$ cat config.mk
export PLATFORM = sky130hd
export DESIGN_NAME = rx_cong_monitor
export DESIGN_NICKNAME = d
export VERILOG_FILES = /design/src/rtl/rx_cong_pkg.sv /design/src/rtl/rx_cong_thresh.sv /design/src/rtl/rx_cong_flag.sv /design/src/rtl/rx_cong_monitor.sv
export SDC_FILE = /design/constraint.sdc
export NUM_CORES = 1
export LEC_CHECK = 0
export BUFFER_PORTS_ARGS = -buffer_cell sky130_fd_sc_hd__buf_2
export CORE_MARGIN = 4
export CORE_UTILIZATION = 45
export CTS_BUF_LIST = sky130_fd_sc_hd__clkbuf_16
export CTS_CLUSTER_SIZE = 40
export DETAILED_ROUTE_END_ITERATION = 8
export PLACE_DENSITY = 0.7
export SLEW_MARGIN = 20
export SYNTH_ARGS = -nofsm -noshare
export SYNTH_HDL_FRONTEND = slang
export SYNTH_SLANG_ARGS = --single-unit
$ cat constraint.sdc
create_clock -name clk -period 2.2 [get_ports clk]
set_input_delay 0.22 -clock clk [delete_from_list [all_inputs] [get_ports clk]]
set_output_delay 0.22 -clock clk [all_outputs]
set_load 0.05 [all_outputs]
$ cat src/rtl/rx_cong_pkg.sv
package rx_cong_pkg;

    // Hysteresis state of one congestion indication
    typedef enum logic {
        FLAG_IDLE   = 1'b0,
        FLAG_ACTIVE = 1'b1
    } flag_state_e;

    // Indication kinds, used as generate index
    localparam int unsigned KIND_PAUSE = 0;
    localparam int unsigned KIND_DROP  = 1;
    localparam int unsigned KIND_ECN   = 2;
    localparam int unsigned N_KIND     = 3;

endpackage

$ cat src/rtl/rx_cong_thresh.sv
module rx_cong_thresh #(
    parameter int unsigned SIZE_W     = 8,
    parameter int unsigned JUMBO_W    = 14,
    parameter int unsigned SKID_UNITS = 896,
    localparam int unsigned CAP_W     = SIZE_W + 5,
    localparam int unsigned CRED_W    = SIZE_W + 6
) (
    input  logic [SIZE_W-1:0]  size_i,
    input  logic [JUMBO_W-1:0] jumbo_len_i,
    output logic [CAP_W-1:0]   pause_on_o,
    output logic [CAP_W-1:0]   pause_off_o,
    output logic [CAP_W-1:0]   drop_lvl_o,
    output logic [CAP_W-1:0]   ecn_lvl_o,
    output logic [CRED_W-1:0]  credit_o
);

    localparam logic [31:0] CAP_MAX = 32'((64'd1 << CAP_W) - 64'd1);

    // Saturate a wide level into the occupancy width
    function automatic logic [CAP_W-1:0] fit_lvl(input logic [31:0] v);
        return (v > CAP_MAX) ? {CAP_W{1'b1}} : v[CAP_W-1:0];
    endfunction

    logic [31:0] cap_w;
    logic [31:0] jumbo_units;
    logic [31:0] quarter_w;
    logic [31:0] pause_on_w;
    logic [31:0] drop_w;
    logic [31:0] ecn_w;
    logic [31:0] credit_w;

    always_comb begin
        cap_w       = 32'(size_i) << 5;
        jumbo_units = 32'(jumbo_len_i) >> 6;
        quarter_w   = cap_w >> 2;
        pause_on_w  = (cap_w > SKID_UNITS) ? (cap_w - SKID_UNITS) : 32'd0;
        drop_w      = (cap_w > jumbo_units) ? (cap_w - jumbo_units) : 32'd0;
        ecn_w       = (quarter_w > jumbo_units) ? quarter_w : jumbo_units;
        credit_w    = (size_i == '0) ? 32'd0 : (cap_w + 32'd4);
    end

    assign pause_on_o  = fit_lvl(pause_on_w);
    assign pause_off_o = fit_lvl(32'(SKID_UNITS));
    assign drop_lvl_o  = fit_lvl(drop_w);
    assign ecn_lvl_o   = fit_lvl(ecn_w);
    assign credit_o    = credit_w[CRED_W-1:0];

endmodule

$ cat src/rtl/rx_cong_flag.sv
module rx_cong_flag
    import rx_cong_pkg::*;
#(
    parameter int unsigned CAP_W = 13
) (
    input  logic             clk,
    input  logic             rst_n,
    input  logic             enable_i,
    input  logic [CAP_W-1:0] occ_i,
    input  logic [CAP_W-1:0] on_lvl_i,
    input  logic [CAP_W-1:0] off_lvl_i,
    output logic             flag_o
);

    flag_state_e state_q;
    flag_state_e state_d;
    logic        enter_c;
    logic        exit_c;

    assign enter_c = enable_i && (occ_i >= on_lvl_i);
    assign exit_c  = !enable_i || ((occ_i < off_lvl_i) && (occ_i < on_lvl_i));

    always_comb begin
        state_d = state_q;
        unique case (state_q)
            FLAG_IDLE:   if (enter_c) state_d = FLAG_ACTIVE;
            FLAG_ACTIVE: if (exit_c)  state_d = FLAG_IDLE;
            default:     state_d = FLAG_IDLE;
        endcase
    end

    always_ff @(posedge clk or negedge rst_n) begin
        if (!rst_n) state_q <= FLAG_IDLE;
        else        state_q <= state_d;
    end

    always_comb begin
        unique case (state_q)
            FLAG_ACTIVE: flag_o = 1'b1;
            default:     flag_o = 1'b0;
        endcase
    end

endmodule

$ cat src/rtl/rx_cong_monitor.sv
module rx_cong_monitor
    import rx_cong_pkg::*;
#(
    parameter int unsigned N_FIFO     = 8,
    parameter int unsigned SIZE_W     = 8,
    parameter int unsigned JUMBO_W    = 14,
    parameter int unsigned SKID_UNITS = 896,
    localparam int unsigned CAP_W     = SIZE_W + 5,
    localparam int unsigned CRED_W    = SIZE_W + 6
) (
    input  logic                     clk,
    input  logic                     rst_n,
    input  logic                     pause_en_i,
    input  logic [N_FIFO*CAP_W-1:0]  occ_i,
    input  logic [N_FIFO*SIZE_W-1:0] size_i,
    input  logic [JUMBO_W-1:0]       jumbo_len_i,
    input  logic [N_FIFO-1:0]        pause_mask_i,
    input  logic [N_FIFO-1:0]        drop_mask_i,
    input  logic [N_FIFO-1:0]        ecn_mask_i,
    output logic [N_FIFO-1:0]        pause_o,
    output logic [N_FIFO-1:0]        drop_o,
    output logic [N_FIFO-1:0]        ecn_o,
    output logic [N_FIFO*CRED_W-1:0] credit_o
);

    for (genvar f = 0; f < N_FIFO; f++) begin : g_fifo
        logic [SIZE_W-1:0] size_f;
        logic [CAP_W-1:0]  occ_f;
        logic [CAP_W-1:0]  pause_on;
        logic [CAP_W-1:0]  pause_off;
        logic [CAP_W-1:0]  drop_lvl;
        logic [CAP_W-1:0]  ecn_lvl;
        logic              live;
        logic [CAP_W-1:0]  on_lv  [N_KIND];
        logic [CAP_W-1:0]  off_lv [N_KIND];
        logic              en     [N_KIND];
        logic              fl     [N_KIND];

        assign size_f = size_i[f*SIZE_W +: SIZE_W];
        assign occ_f  = occ_i[f*CAP_W +: CAP_W];
        assign live   = (size_f != '0);

        rx_cong_thresh #(
            .SIZE_W     (SIZE_W),
            .JUMBO_W    (JUMBO_W),
            .SKID_UNITS (SKID_UNITS)
        ) i_thresh (
            .size_i      (size_f),
            .jumbo_len_i (jumbo_len_i),
            .pause_on_o  (pause_on),
            .pause_off_o (pause_off),
            .drop_lvl_o  (drop_lvl),
            .ecn_lvl_o   (ecn_lvl),
            .credit_o    (credit_o[f*CRED_W +: CRED_W])
        );

        for (genvar k = 0; k < N_KIND; k++) begin : g_kind
            if (k == KIND_PAUSE) begin : g_pause
                assign on_lv[k]  = pause_on;
                assign off_lv[k] = pause_off;
                assign en[k]     = live && pause_mask_i[f] && pause_en_i;
            end else if (k == KIND_DROP) begin : g_drop
                assign on_lv[k]  = drop_lvl;
                assign off_lv[k] = drop_lvl;
                assign en[k]     = live && drop_mask_i[f];
            end else begin : g_ecn
                assign on_lv[k]  = ecn_lvl;
                assign off_lv[k] = ecn_lvl;
                assign en[k]     = live && ecn_mask_i[f];
            end

            rx_cong_flag #(
                .CAP_W (CAP_W)
            ) i_flag (
                .clk       (clk),
                .rst_n     (rst_n),
                .enable_i  (en[k]),
                .occ_i     (occ_f),
                .on_lvl_i  (on_lv[k]),
                .off_lvl_i (off_lv[k]),
                .flag_o    (fl[k])
            );
        end

        assign pause_o[f] = fl[KIND_PAUSE];
        assign drop_o[f]  = fl[KIND_DROP];
        assign ecn_o[f]   = fl[KIND_ECN];
    end

endmodule

==> results.cfg <==
[final_layout]
fin_util_pct = 69.5
nFillCells = 2299
diodes = 0
drive_gt1_share_pct = 42.6
regMostFlops = g_fifo.g_kind.i_flag.state_q
mostFrequentLayoutCell = buf_4
reg_top3 = g_fifo.g_kind.i_flag.state_q (24)
final_cell_mix = 385 x buf_4, 318 x ha_1, 286 x buf_2
largest_reg_flops = 24
areaGrowthSynthToFinish_pct = 50.9
fin_nets = 2956

[placement]
port_buffers = 298
dp_hpwl_um = 42900
dp_slack_ps = -1060
routabilityCongestion = 0.948

[worst_setup_path]
r2r_end = g_fifo[7].g_kind[1].i_flag.state_q$_DFF_PN0_
worstReg2RegStart = g_fifo[7].g_kind[1].i_flag.state_q$_DFF_PN0_
worst-path-max-fanout = 4
cp-end-kind = flop
required_ps = 2390
start_kind = primary input
reg2reg_setup_slack_ps = 760
arrival_ps = 2990
crit_type = primary input to flop
ff2ff_path_depth = 5

[sta]
skew_ps = 0
setup_viol = 16
layout_setup_ws_ps = -606
rsz0062_at_grt = true
hold_ws_ps = 63.2
tns_ps = -6300
relSlewSlack_pct = 35.9
finalHoldViolCount = 0
worstMarginPinSlew_ps = 961
fmax_mhz = 356
fin_crit_sh_pct = 128
drv_slew = 0
period_needed_ps = 2810

[logic_synthesis]
syn_avg_cell_area_um2 = 7.58
yosys_most_used_dff = dfrtp_1
syn_inst = 1763
synth_cell_types = 76
async_flop_share_pct = 100
syn-cell-area_um2 = 13400
synth-edff-count = 0
yosysWarnings = 0
synth-seq-area-share_pct = 4.49
ys_seq_elements = 24

[routing]
routedWlPerCell_um = 20.2
antenna_left = 0
drtPass1Iterations = 6
vias = 16400
drtIter0Drc = 1274
via_per_inst = 5.95
remaining_drc_errors = 0
wirelength_um = 55700

[power_and_ir_drop]
p_leak_uw = 0.00971
p_sw_uw = 3150
ir_drop_uv = 241
power_uw = 6190
p_sw_share_pct = 50.9
p_int_uw = 3040
seq_power_share_pct = 8.2
comb_power_share_pct = 81.1
power_frac_clock_pct = 10.7
powerDensity_nw_per_um2 = 307

[global_routing]
grt_max_degree = 25
grt_pass1_wl_um = 82800
antenna_found_initial = 0
grt_usage_pct = 30.6
grt_pass1_vias = 16000
grt-ovfl-total = 0

[floorplan]
start_util_pct = 46.1
rows = 62
fp.dieW_um = 180
coreArea_um2 = 29000
die_area_um2 = 32500
io_pins = 345
die_y_um = 180

[job]
maxCapViolCount = 0

[clock_tree]
clkTransAtPathRegs_ps = 100
cts_tree = done
worstSkewPairLatency_ps = 290
h-tree-depth = 1
cts_hold_buffers = 0
numCtsBuffers = 3
clockRootBuffer = clkbuf_16
cts.path.max_buffers = 2
clock_sinks = 24

[run_status]
status = finished with violations
violations = negative setup slack

[worst_hold_path]
hold_class = primary input to async pin
-- critical path, cell delays in order --
cell and delay (ps):
buf_12 110, inv_12 50, ha_4 190, a211oi_2 170
nor2_1 70, or4_4 490, a21oi_4 200, mux2i_1 260
ha_1 290, a21o_1 220, a2111oi_4 330, nor2_1 80
o311a_1 320
-- cell type report --
type	instances	area, um2	area share [%]
multi-input combinational	1543	13500	67.1
timing repair buffer	728	5130	25.4
sequential	24	601	2.98
tap	384	480	2.38
inverter	70	327	1.62
clock buffer	3	75.1	0.372
clock inverter	1	30.0	0.149
-- timing repair --
action | CTS | global route
pin swaps | 93 | 147
buffers inserted | 28 | 51
endpoints found under the hold margin | 0 | 0
setup endpoints to repair | 19 | 23
cloned | 2 | 1
gates resized for setup | 157 | 209
-- cell usage after synthesis (5+ instances only) --
cell type	n	share of area, %
and3_1	18	0.84
a211oi_1	33	1.9
mux2i_1	43	3.2
nand3b_1	5	0.28
buf_2	12	0.45
nor3_1	27	1.0
nand3_1	84	3.1
clkbuf_1	75	2.1
o21a_1	21	1.2
o21ai_1	8	0.30
a21o_1	46	2.6
or3_1	5	0.23
a211o_1	9	0.59
and4_1	5	0.33
a221oi_1	6	0.39
o211ai_1	12	0.67
xnor2_1	44	2.9
nor4_1	8	0.37
buf_4	73	4.1
a2111oi_0	10	0.66
nand2_1	139	3.9
a21oi_1	154	5.8
o22ai_1	6	0.28
ha_1	377	35
nand2b_1	18	0.84
o21ai_0	135	5.1
inv_1	70	2.0
o31a_1	8	0.52
nor3_2	5	0.37
and2_1	24	1.1
nor2b_1	14	0.66
dfrtp_1	24	4.5
nor2_1	75	2.1
o2111ai_1	10	0.66
xor2_1	10	0.66
nand4_1	39	1.8
a31oi_1	16	0.75
nand4b_1	9	0.59
o31ai_1	13	0.73
-- power groups by stage --
stage	Clock (uW)	Sequential (uW)	Combinational, uW
final	664	508	5020
after global routing	670	512	5430
after CTS	658	506	4460
after detailed placement	0	514	4200
after global placement	0	516	4050
after floorplan	0	501	2750
-- cell families (layout without fill, tap and decap cells) --
kind of cell	after synthesis	count (layout)	share of synthesized area, %
fa+ha+maj	377	377	35.3
compound gates	528	528	25.0
mux	47	47	3.56
buf+inv	235	802	8.93
simple gates	497	497	19.2
other cells	1	40	0.0281
xor+xnor	54	54	3.54
flops	24	24	4.49
-- through the flow --
step | std cells | instance area [um2]
after floorplan | 1802 | 14000
after global placement | 2671 | 17700
after detailed placement | 2671 | 17700
after CTS | 2703 | 18700
after global routing | 2753 | 20200
final | 2753 | 20200
-- layer usage --
metal	track usage, %	routed length [um]	vias up
li1	-	-	7733
met1	39.6	22700	7708
met2	53.5	26600	752
met3	3.55	4030	181
met4	9.35	2360	0
met5	0	0	-
-- worst max-delay path by stage --
| stage | cells after the start | from | slack, ps | endpoint |
|---|---|---|---|---|
| after floorplan | 13 | jumbo_len_i[10] | -800 | g_fifo[2].g_kind[2].i_flag.state_q$_DFF_PN0_ |
| after global placement | 15 | jumbo_len_i[12] | -950 | g_fifo[2].g_kind[2].i_flag.state_q$_DFF_PN0_ |
| after detailed placement | 14 | jumbo_len_i[12] | -1060 | g_fifo[7].g_kind[1].i_flag.state_q$_DFF_PN0_ |
| after CTS | 13 | jumbo_len_i[10] | -630 | g_fifo[2].g_kind[2].i_flag.state_q$_DFF_PN0_ |
| after global routing | 12 | size_i[19] | -770 | g_fifo[2].g_kind[2].i_flag.state_q$_DFF_PN0_ |
| final | 13 | jumbo_len_i[10] | -610 | g_fifo[2].g_kind[2].i_flag.state_q$_DFF_PN0_ |
(Power assumes the default switching activity.)
